<file path="src/rtl/evgen_pkg.sv">
package evgen_pkg;

  localparam int unsigned ID_W   = 24;
  localparam int unsigned BX_W   = 12;
  localparam int unsigned SRC_W  = 12;
  localparam int unsigned SIZE_W = 16;
  localparam int unsigned GAP_W  = 16;
  localparam int unsigned PW_W   = SIZE_W - 2;

  localparam logic [7:0] HDR_TAG = 8'hA5;
  localparam logic [7:0] TRL_TAG = 8'h5A;

  typedef struct packed {
    logic [ID_W-1:0]   id;
    logic [SIZE_W-1:0] size;
    logic [BX_W-1:0]   bx;
    logic [SRC_W-1:0]  src;
    logic [GAP_W-1:0]  gap;
  } desc_t;

  typedef enum logic [2:0] {
    ST_IDLE,
    ST_LOAD,
    ST_HDR,
    ST_PAY,
    ST_TRL,
    ST_GAP,
    ST_DONE
  } gen_state_e;

  // bytes rounded up to whole 64-bit words
  function automatic logic [PW_W-1:0] payload_words(input logic [SIZE_W-1:0] nbytes);
    logic [SIZE_W:0] sum;
    sum = {1'b0, nbytes} + (SIZE_W+1)'(7);
    return sum[SIZE_W:3];
  endfunction

  function automatic logic [63:0] make_header(input logic [ID_W-1:0] id,
                                              input logic [BX_W-1:0] bx,
                                              input logic [SRC_W-1:0] src);
    return {HDR_TAG, id, bx, src, 8'h00};
  endfunction

  function automatic logic [63:0] make_payload(input logic [ID_W-1:0] id,
                                               input logic [PW_W-1:0] beat);
    return {id, 8'h00, 32'(beat)};
  endfunction

  function automatic logic [63:0] make_trailer(input logic [ID_W-1:0] id,
                                               input logic [PW_W-1:0] nwords);
    return {TRL_TAG, id, 24'(nwords) + 24'd2, 8'h00};
  endfunction

endpackage

</file>
<file path="src/rtl/evgen_rst_sync.sv">
module evgen_rst_sync #(
  parameter int unsigned STAGES = 2
) (
  input  logic clk,
  input  logic rst_n,
  output logic rst_n_sync
);

  logic [STAGES-1:0] sync_q;

  always_ff @(posedge clk or negedge rst_n) begin
    if (!rst_n) begin
      sync_q <= '0;
    end else begin
      sync_q <= {sync_q[STAGES-2:0], 1'b1};
    end
  end

  assign rst_n_sync = sync_q[STAGES-1];

endmodule

</file>
<file path="src/rtl/evgen_desc_mem.sv">
module evgen_desc_mem
  import evgen_pkg::*;
#(
  parameter  int unsigned DEPTH = 16,
  localparam int unsigned IDX_W = (DEPTH > 1) ? $clog2(DEPTH) : 1
) (
  input  logic             clk,
  input  logic             wr_en,
  input  logic [IDX_W-1:0] wr_addr,
  input  desc_t            wr_desc,
  input  logic [IDX_W-1:0] rd_addr,
  output desc_t            rd_desc
);

  desc_t mem_q [DEPTH];

  // one enabled register bank per entry; no reset on the storage
  for (genvar i = 0; i < DEPTH; i++) begin : g_entry
    logic ent_we;
    assign ent_we = wr_en && (wr_addr == IDX_W'(i));
    always_ff @(posedge clk) begin
      if (ent_we) begin
        mem_q[i] <= wr_desc;
      end
    end
  end

  always_comb begin
    rd_desc = mem_q[0];
    for (int j = 0; j < DEPTH; j++) begin
      if (rd_addr == IDX_W'(j)) begin
        rd_desc = mem_q[j];
      end
    end
  end

endmodule

</file>
<file path="src/rtl/evgen_tick.sv">
module evgen_tick #(
  parameter int unsigned TICK_CYC = 10
) (
  input  logic clk,
  input  logic rst_n,
  input  logic run,
  output logic tick
);

  if (TICK_CYC <= 1) begin : g_direct
    assign tick = run;
  end else begin : g_count
    localparam int unsigned CNT_W = $clog2(TICK_CYC);
    localparam logic [CNT_W-1:0] CNT_MAX = CNT_W'(TICK_CYC - 1);

    logic [CNT_W-1:0] cnt_q, cnt_d;
    logic             at_max;

    assign at_max = (cnt_q == CNT_MAX);
    assign tick   = run && at_max;

    always_comb begin
      if (!run || at_max) begin
        cnt_d = '0;
      end else begin
        cnt_d = cnt_q + CNT_W'(1);
      end
    end

    always_ff @(posedge clk or negedge rst_n) begin
      if (!rst_n) begin
        cnt_q <= '0;
      end else begin
        cnt_q <= cnt_d;
      end
    end
  end

endmodule

</file>
<file path="src/rtl/evgen_framer.sv">
module evgen_framer
  import evgen_pkg::*;
#(
  parameter  int unsigned DEPTH = 16,
  localparam int unsigned IDX_W = (DEPTH > 1) ? $clog2(DEPTH) : 1,
  localparam int unsigned NUM_W = IDX_W + 1
) (
  input  logic             clk,
  input  logic             rst_n,
  input  logic             start,
  input  logic [NUM_W-1:0] num_desc,
  output logic [IDX_W-1:0] rd_addr,
  input  desc_t            rd_desc,
  input  logic             tick,
  output logic             tick_run,
  output logic [63:0]      out_data,
  output logic             out_valid,
  input  logic             out_ready,
  output logic             out_sop,
  output logic             out_eop,
  output logic             done
);

  localparam logic [NUM_W-1:0] NUM_MAX = NUM_W'(DEPTH);

  gen_state_e        state_q, state_d;
  logic [IDX_W-1:0]  idx_q, idx_d;
  logic [NUM_W-1:0]  num_q, num_d;
  logic [ID_W-1:0]   id_q;
  logic [BX_W-1:0]   bx_q;
  logic [SRC_W-1:0]  src_q;
  logic [GAP_W-1:0]  gap_q;
  logic [PW_W-1:0]   pw_q;
  logic [PW_W-1:0]   beat_q, beat_d;
  logic [GAP_W-1:0]  units_q, units_d;

  logic              desc_en;
  logic              hs;
  logic              is_last;
  logic [NUM_W-1:0]  num_clamped;

  assign hs          = out_valid && out_ready;
  assign desc_en     = (state_q == ST_LOAD);
  assign is_last     = ({1'b0, idx_q} + NUM_W'(1)) == num_q;
  assign num_clamped = (num_desc > NUM_MAX) ? NUM_MAX : num_desc;
  assign rd_addr     = idx_q;
  assign tick_run    = (state_q == ST_GAP);

  // next state and counters
  always_comb begin
    state_d = state_q;
    idx_d   = idx_q;
    num_d   = num_q;
    beat_d  = beat_q;
    units_d = units_q;
    unique case (state_q)
      ST_IDLE, ST_DONE: begin
        if (start) begin
          idx_d   = '0;
          num_d   = num_clamped;
          state_d = (num_clamped == '0) ? ST_DONE : ST_LOAD;
        end
      end
      ST_LOAD: begin
        beat_d  = '0;
        state_d = ST_HDR;
      end
      ST_HDR: begin
        if (hs) begin
          state_d = (pw_q == '0) ? ST_TRL : ST_PAY;
        end
      end
      ST_PAY: begin
        if (hs) begin
          beat_d = beat_q + PW_W'(1);
          if (beat_q == pw_q - PW_W'(1)) begin
            state_d = ST_TRL;
          end
        end
      end
      ST_TRL: begin
        if (hs) begin
          if (is_last) begin
            state_d = ST_DONE;
          end else if (gap_q == '0) begin
            idx_d   = idx_q + IDX_W'(1);
            state_d = ST_LOAD;
          end else begin
            units_d = gap_q;
            state_d = ST_GAP;
          end
        end
      end
      ST_GAP: begin
        if (tick) begin
          units_d = units_q - GAP_W'(1);
          if (units_q == GAP_W'(1)) begin
            idx_d   = idx_q + IDX_W'(1);
            state_d = ST_LOAD;
          end
        end
      end
      default: state_d = ST_IDLE;
    endcase
  end

  always_ff @(posedge clk or negedge rst_n) begin
    if (!rst_n) begin
      state_q <= ST_IDLE;
      idx_q   <= '0;
      num_q   <= '0;
      beat_q  <= '0;
      units_q <= '0;
    end else begin
      state_q <= state_d;
      idx_q   <= idx_d;
      num_q   <= num_d;
      beat_q  <= beat_d;
      units_q <= units_d;
    end
  end

  // descriptor fields captured once per event
  always_ff @(posedge clk or negedge rst_n) begin
    if (!rst_n) begin
      id_q  <= '0;
      bx_q  <= '0;
      src_q <= '0;
      gap_q <= '0;
      pw_q  <= '0;
    end else if (desc_en) begin
      id_q  <= rd_desc.id;
      bx_q  <= rd_desc.bx;
      src_q <= rd_desc.src;
      gap_q <= rd_desc.gap;
      pw_q  <= payload_words(rd_desc.size);
    end
  end

  // output word select
  always_comb begin
    out_valid = 1'b0;
    out_sop   = 1'b0;
    out_eop   = 1'b0;
    out_data  = '0;
    unique case (state_q)
      ST_HDR: begin
        out_valid = 1'b1;
        out_sop   = 1'b1;
        out_data  = make_header(id_q, bx_q, src_q);
      end
      ST_PAY: begin
        out_valid = 1'b1;
        out_data  = make_payload(id_q, beat_q);
      end
      ST_TRL: begin
        out_valid = 1'b1;
        out_eop   = 1'b1;
        out_data  = make_trailer(id_q, pw_q);
      end
      default: ;
    endcase
  end

  assign done = (state_q == ST_DONE);

endmodule

</file>
<file path="src/rtl/evgen_top.sv">
module evgen_top
  import evgen_pkg::*;
#(
  parameter  int unsigned DEPTH    = 16,
  parameter  int unsigned TICK_CYC = 10,
  localparam int unsigned IDX_W    = (DEPTH > 1) ? $clog2(DEPTH) : 1,
  localparam int unsigned NUM_W    = IDX_W + 1
) (
  input  logic              clk,
  input  logic              rst_n,
  input  logic              start,
  input  logic [NUM_W-1:0]  num_desc,
  input  logic              wr_en,
  input  logic [IDX_W-1:0]  wr_addr,
  input  logic [ID_W-1:0]   wr_event_id,
  input  logic [SIZE_W-1:0] wr_size,
  input  logic [BX_W-1:0]   wr_bx,
  input  logic [SRC_W-1:0]  wr_src,
  input  logic [GAP_W-1:0]  wr_gap,
  output logic [63:0]       out_data,
  output logic              out_valid,
  input  logic              out_ready,
  output logic              out_sop,
  output logic              out_eop,
  output logic              done
);

  logic             rst_n_s;
  desc_t            wr_desc;
  desc_t            rd_desc;
  logic [IDX_W-1:0] rd_addr;
  logic             tick_run;
  logic             tick;

  assign wr_desc = '{id: wr_event_id, size: wr_size, bx: wr_bx, src: wr_src, gap: wr_gap};

  evgen_rst_sync #(.STAGES(2)) i_rst_sync (
    .clk        (clk),
    .rst_n      (rst_n),
    .rst_n_sync (rst_n_s)
  );

  evgen_desc_mem #(.DEPTH(DEPTH)) i_desc_mem (
    .clk     (clk),
    .wr_en   (wr_en),
    .wr_addr (wr_addr),
    .wr_desc (wr_desc),
    .rd_addr (rd_addr),
    .rd_desc (rd_desc)
  );

  evgen_tick #(.TICK_CYC(TICK_CYC)) i_tick (
    .clk   (clk),
    .rst_n (rst_n_s),
    .run   (tick_run),
    .tick  (tick)
  );

  evgen_framer #(.DEPTH(DEPTH)) i_framer (
    .clk       (clk),
    .rst_n     (rst_n_s),
    .start     (start),
    .num_desc  (num_desc),
    .rd_addr   (rd_addr),
    .rd_desc   (rd_desc),
    .tick      (tick),
    .tick_run  (tick_run),
    .out_data  (out_data),
    .out_valid (out_valid),
    .out_ready (out_ready),
    .out_sop   (out_sop),
    .out_eop   (out_eop),
    .done      (done)
  );

endmodule

</file>
<file path="config.mk">
export PLATFORM = sky130hd
export DESIGN_NAME = evgen_top
export DESIGN_NICKNAME = d
export VERILOG_FILES = /design/src/rtl/evgen_pkg.sv /design/src/rtl/evgen_rst_sync.sv /design/src/rtl/evgen_desc_mem.sv /design/src/rtl/evgen_tick.sv /design/src/rtl/evgen_framer.sv /design/src/rtl/evgen_top.sv
export SDC_FILE = /design/constraint.sdc
export NUM_CORES = 2
export LEC_CHECK = 0
export BUFFER_PORTS_ARGS = -buffer_cell sky130_fd_sc_hd__buf_2
export CORE_ASPECT_RATIO = 0.75
export CORE_MARGIN = 1.5
export CORE_UTILIZATION = 60
export CTS_BUF_LIST = sky130_fd_sc_hd__clkbuf_8 sky130_fd_sc_hd__clkbuf_16
export CTS_CLUSTER_DIAMETER = 150
export DETAILED_ROUTE_END_ITERATION = 10
export MAX_ROUTING_LAYER = met4
export PLACE_DENSITY = 0.77
export SETUP_SLACK_MARGIN = 0.4
export SLEW_MARGIN = 20
export SYNTH_ARGS = -nofsm -noshare
export SYNTH_HDL_FRONTEND = slang
export SYNTH_HIERARCHICAL = 1
export SYNTH_SLANG_ARGS = --single-unit
export TNS_END_PERCENT = 5
</file>
<file path="constraint.sdc">
create_clock -name clk -period 4.4 [get_ports clk]
set_input_delay 0.44 -clock clk [delete_from_list [all_inputs] [get_ports clk]]
set_output_delay 0.44 -clock clk [all_outputs]
set_load 0.005 [all_outputs]
</file>
# Word level (Yosys, flattened, before mapping)
# Memory sizes are Yosys's and may differ from the RTL's.
# Index checks and enable logic that the tools add are counted.
[totals] ramBits=1280 wordCells=246 input_bits=94 memories=1 out_inout_bits=68 reg_bits=126
[classes] n_eq_ne=50 n_addsub=8 magnitude_cmp=1 muxes=124 reduce_logical=50
[mem_list] memory="i_desc_mem.mem_q" words=16 width=80 read_ports=16 rd_clocked_by_memory_dff=0 write_ports=1 line_no="evgen_desc_mem.sv:15" text="desc_t mem_q [DEPTH];"
[op_table] cell="two-way mux 80 bit" n=30
[op_table] cell="OR reduction 80 bit" n=15
[op_table] cell="case mux 64 bit (3 select lines)" n=1
[op_table] cell="two-way mux 4 bit" n=22
[op_table] cell="== test 4 bit, second input constant" n=17
[op_table] cell="two-way mux 16 bit" n=4
[op_table] cell="two-way mux 1 bit" n=50
[op_table] cell="two-way mux 3 bit" n=11
[op_table] cell="== test 4 x 3 -> 1 bit, second input constant" n=8
[op_table] cell="case mux 16 bit (2 select lines)" n=1
[op_table] cell="case mux 14 bit (2 select lines)" n=1
[op_table] cell="logical AND 1 bit" n=18
[op_table] cell="case mux 3 bit (6 select lines)" n=1
[op_table] cell="adder 16 x 3 -> 17 bit, second input constant" n=1
[op_table] cell="== test 16 x 1 -> 1 bit, second input constant" n=1
[op_table] cell="== test 4 x 2 -> 1 bit, second input constant" n=4
[op_table] cell="zero test 16 bit" n=1
[op_table] cell="subtractor 16 x 1 -> 16 bit, second input constant" n=1
[op_table] cell="adder 14 x 2 -> 15 bit, second input constant" n=1
[op_table] cell="adder 14 x 1 -> 14 bit, second input constant" n=1
[op_table] cell="== test 14 bit" n=1
[op_table] cell="zero test 14 bit" n=1
[op_table] cell="two-way mux 14 bit" n=1
[op_table] cell="!= test 2 x 1 -> 1 bit, second input constant" n=7
[op_table] cell="other kinds (24)" n=34

# Longest topological paths before layout
[logic_depth] ltp_word=20 mapped_depth=17 mapped_depth_nobuf=11

# Hierarchy
# The synthesis kept the hierarchy.
[modules_own_cells] module="evgen_desc_mem" seq_area_each_um2=38436.9 cells_per_inst=3539 instances=1 area_each_um2=53441.3
[modules_own_cells] module="evgen_framer" seq_area_each_um2=3002.9 cells_per_inst=850 instances=1 area_each_um2=7033.0
[modules_own_cells] module="evgen_tick" seq_area_each_um2=100.1 cells_per_inst=20 instances=1 area_each_um2=212.7
[modules_own_cells] module="evgen_rst_sync" seq_area_each_um2=50.0 cells_per_inst=3 instances=1 area_each_um2=53.8

# Least setup slack after synthesis
# No wires, ideal clock.
[synth_timing] path_type="input to register" from="input wr_addr[3]" to="memory i_desc_mem/mem_q[0][0] in the netlist's numbering, enable pin" path_buffers=0 stages=2 setup_ns=0.618 arrival_time_ns=6.377 setup_slack_ns=-2.594 t_required_ns=3.782 path_cell_list="or3b_2 > nor3_1"
[synth_via] word_cells_on_any_way=109 classes_between="eq/ne: 15; mux: 62; reduce/logical: 32"
[synth_lines] item="start: declaration" line_no="evgen_top.sv:14" text="input logic [IDX_W-1:0] wr_addr,"
[synth_lines] item="zero test 4 bit" line_no="evgen_desc_mem.sv:20" text="assign ent_we = wr_en && (wr_addr == IDX_W'(i));"
[synth_lines] item="logical AND 1 bit" line_no="evgen_desc_mem.sv:20"
[synth_lines] item="via i_desc_mem.g_entry[0].ent_we" line_no="evgen_desc_mem.sv:19" text="logic ent_we;"
[synth_lines] item="two-way mux 1 bit" line_no="evgen_desc_mem.sv:22" text="if (ent_we) begin"
[synth_lines] item="two-way mux 1 bit (implied by the code)" line_no="evgen_desc_mem.sv:23" text="mem_q[i] <= wr_desc;"
[synth_lines] item="two-way mux 1 bit (no source line) (15 in a row)"
[synth_lines] item="end: declaration" line_no="evgen_desc_mem.sv:15"
# The timed path passes the listed nets, and every way through them passes these cells.

==> impl_metrics.py <==
metrics = {
    "run_status": {
        "outcome": "finished, violations left",
        "failed_checks": "DRC",
    },
    "sta": {
        "post-route-period-util_pct": 90.3,
        "fin_crit_ns": 3.97,
        "finalHoldViolCount": 0,
        "clock_skew_ns": 0.0241,
        "setup_viol": 0,
        "clock.fmax_mhz": 252,
        "slew_viol_final": 0,
        "worstMarginPinSlew_ns": 1.20,
        "worst_slack_ns": 0.425,
        "rsz0062_at_grt": "true",
        "slew_headroom_pct": 19.9,
        "whs_ns": 0.0463,
    },
    "finish": {
        "syn2layout_area_growth_pct": 11.5,
        "num-fill-cells": 6657,
        "final_area_sq_um": 67700,
        "layout-drive-gt1-share_pct": 15.5,
        "layout.nets": 4678,
    },
    "global_routing": {
        "grt_remaining_overflow": 0,
        "grt_max_degree": 94,
        "grt_usage_pct": 36.0,
        "antenna_found_initial": 13,
        "first_global_vias": 40092,
        "grt_pass1_wl_mm": 264,
    },
    "logic_synthesis": {
        "synth_fa_ha_area_share_pct": 0.206,
        "synth_nets": 4516,
        "ys_seq_area_share_pct": 68.5,
        "synth_area_leaders": "edfxtp_1, dfrtp_1, a21oi_1",
        "synth_cell_types": 96,
        "netlist_area_sq_um": 60700,
        "synthSimpleGateAreaFrac_pct": 7.89,
        "netlist_instances": 4412,
        "synth_mux_area_share_pct": 4.99,
        "synth_compound_area_share_pct": 14.4,
        "async_reset_ff_share_pct": 8.96,
        "yosysWarnings": 6,
        "synth_top_area_share_pct": 63.3,
        "ys_ff_latch": 1406,
        "synth_xor_area_share_pct": 0.793,
        "synth_ff_type": "edfxtp_1",
        "synth.avg_cell_area_sq_um": 13.8,
        "synth_largest_area_cell": "edfxtp_1",
        "synth_top_family_by_area": "compound AO/OA/AOI/OAI gates",
        "synth_edf_count": 1280,
    },
    "die": {
        "rows": 100,
        "coreArea_sq_um": 99700,
        "initial_core_util_pct": 60.9,
        "die_area_sq_um": 103000,
        "fp.dieH_microns": 279,
        "dieWidth_microns": 370,
        "io_pins": 162,
    },
    "clock_tree": {
        "root_buffer": "clkbuf_16",
        "cts_tree": "done",
        "htreeDepth": 4,
        "clk_latency_ns": 0.77,
        "cts_buffers": 134,
        "clk_path_buf_depth": 3,
        "clock-sinks": 1406,
        "path_clk_slew_ns": 0.06,
    },
    "setup_path": {
        "crit_fanout": 35,
        "crit_path_start": "i_framer/rd_addr[1]",
        "end_kind": "flop",
        "required_ns": 5.01,
        "reg2reg_from": "i_framer/rd_addr[1]",
        "worst_ep_arrival_time_ns": 4.58,
        "path_class": "flop to flop",
        "start_kind": "flop",
    },
    "route": {
        "first_pass_iters": 9,
        "remaining_drc_errors": 16,
        "post_drt_wl_per_cell_microns": 30.0,
        "viasPerCell": 6.98,
        "final_antenna_net_count": 0,
        "vias": 42035,
        "routed_wl_mm": 181,
        "dr.first_iter.drc_count": 7024,
    },
    "placed_design": {
        "place.gp.congestion": 0.931,
        "dp_hpwl_mm": 107,
        "dp_slack_ns": 0.582,
        "place_area_sq_um": 63400,
        "io_buffers": 161,
    },
    "min_path": {
        "worstHoldPathType": "input port to flop",
        "hold_start": "wr_src[2]",
    },
    "pwr": {
        "p_leak_nw": 22.6,
        "p_per_area_nw_per_um2": 532,
        "ir_drop_mv": 0.422,
    },
    "job": {
        "cap_violations": 0,
    },
}
## power by group
part           total (mW)  leakage, nW  internal, mW  switching, mW
combinational        8.61         7.30          3.12           5.49
sequential           16.2         13.1          15.3          0.915
clock                11.2         2.19          6.13           5.06
total                36.0         22.6          24.6           11.5
## flip-flops by register name, summed over array words and instances, names as in the netlist
name / cells
i_framer/src_q: 12
i_framer/bx_q: 12
i_framer/beat_q: 14
i_desc_mem/mem_q: 1280
i_framer/units_q: 16
i_framer/id_q: 24
i_framer/state_q: 3
i_tick/g_count.cnt_q: 4
i_framer/rd_addr: 4
i_framer/gap_q: 16
i_framer/num_q: 5
i_rst_sync/sync_q: 2
i_framer/pw_q: 14
## stage by stage
stage | utilization, % | power, mW | TNS (ns) | std cells
after floorplan | - | 21.7 | -205.84 | 4412
final | 67.9 | 36.0 | 0 | 6023
after global placement | 63.5 | 24.5 | 0 | 5755
after global routing | 67.9 | 37.1 | 0 | 6017
after detailed placement | 63.6 | 24.7 | 0 | 5756
after CTS | 67.9 | 35.8 | 0 | 6005
## layer usage
metal	vias up	global-route usage [%]	wire length (microns)
met5	-	-	0
met4	0	16.0	8160
met3	491	10.1	27500
met2	3436	49.7	78500
met1	20527	49.9	66400
li1	17581	-	-
## cells by family (layout without fill, tap and decap cells)
kind of cell,Yosys count,after routing
xor gates and xnor gates,55,55
other,1,19
and+or+nand+nor,1014,1014
muxes,243,243
AOI/OAI and AO/OA,1317,1317
buffers and inverters,366,633
DFF,1406,1406
adders and majority gates,10,10
## layout make-up
class,count,area (sq um),area share (%)
sequential,1406,41600,61.4
multi-input combinational,2640,17400,25.7
clock buffer,139,3440,5.08
timing repair buffer,360,2690,3.97
tap,1326,1660,2.45
clock inverter,102,782,1.15
inverter,32,125,0.185
antenna,18,45.0,0.0665
## layout by cell type, fill, tap and decap left out, types with 59 or more instances in the layout
master | synthesis | final
edfxtp_1 | 1280 | 1280
nand2_1 | 413 | 411
a21oi_1 | 336 | 336
o21ai_0 | 246 | 246
nor2_1 | 250 | 236
o22ai_1 | 171 | 171
mux2i_1 | 162 | 162
buf_4 | 47 | 162
buf_2 | 112 | 161
clkbuf_16 | 0 | 136
dfrtp_1 | 126 | 121
a22oi_1 | 78 | 78
inv_1 | 30 | 59
## worst max-delay path, cell delays in order (launching register included)
cell	delay, ns
dfrtp_4	0.74
clkinv_2	0.21
nand2_1	0.52
o221ai_1	0.21
or3_1	0.38
a21oi_1	0.22
o31a_1	0.37
and4_1	0.45
and3_1	0.30
nand4_1	0.13
xor2_1	0.16
o21ai_0	0.09
## Yosys cell counts (all sizes together) (24+ instances only)
cell and number:
a211oi 57, a21oi 338, a221o 40, a221oi 30, a22o 49, a22oi 78, and2 30, buf 201
clkbuf 133, dfrtp 126, edfxtp 1280, inv 32, mux2 37, mux2i 162, mux4 44, nand2 415
nand2b 44, nand3 25, nor2 252, nor2b 55, nor3 61, o211ai 35, o21ai 257, o221ai 43
o22ai 171, o2bb2ai 24, or3 28, xor2 34
## what timing repair did
item,4_1_cts,5_1_grt
setup endpoints to repair,0,4
hold endpoints to repair,7,0
gates resized for setup,0,2
hold buffers,8,0
buffers inserted,0,0
## path summary, 6_finish.rpt
path | to | slack [ns] | depth (start not counted)
setup / recovery | i_framer/pw_q[11] | 0.43 | 11
hold / removal | i_desc_mem/mem_q[1][498] | 0.05 | 1
setup reg to reg | i_framer/pw_q[11] | 0.43 | 11
hold reg to reg | i_rst_sync/sync_q[1] | 0.35 | 0
max in group asynchronous | i_framer/rd_addr[2] | 3.06 | 1
min in group asynchronous | i_framer/beat_q[3] | 0.42 | 0
Power figures use the tool's default switching activity.
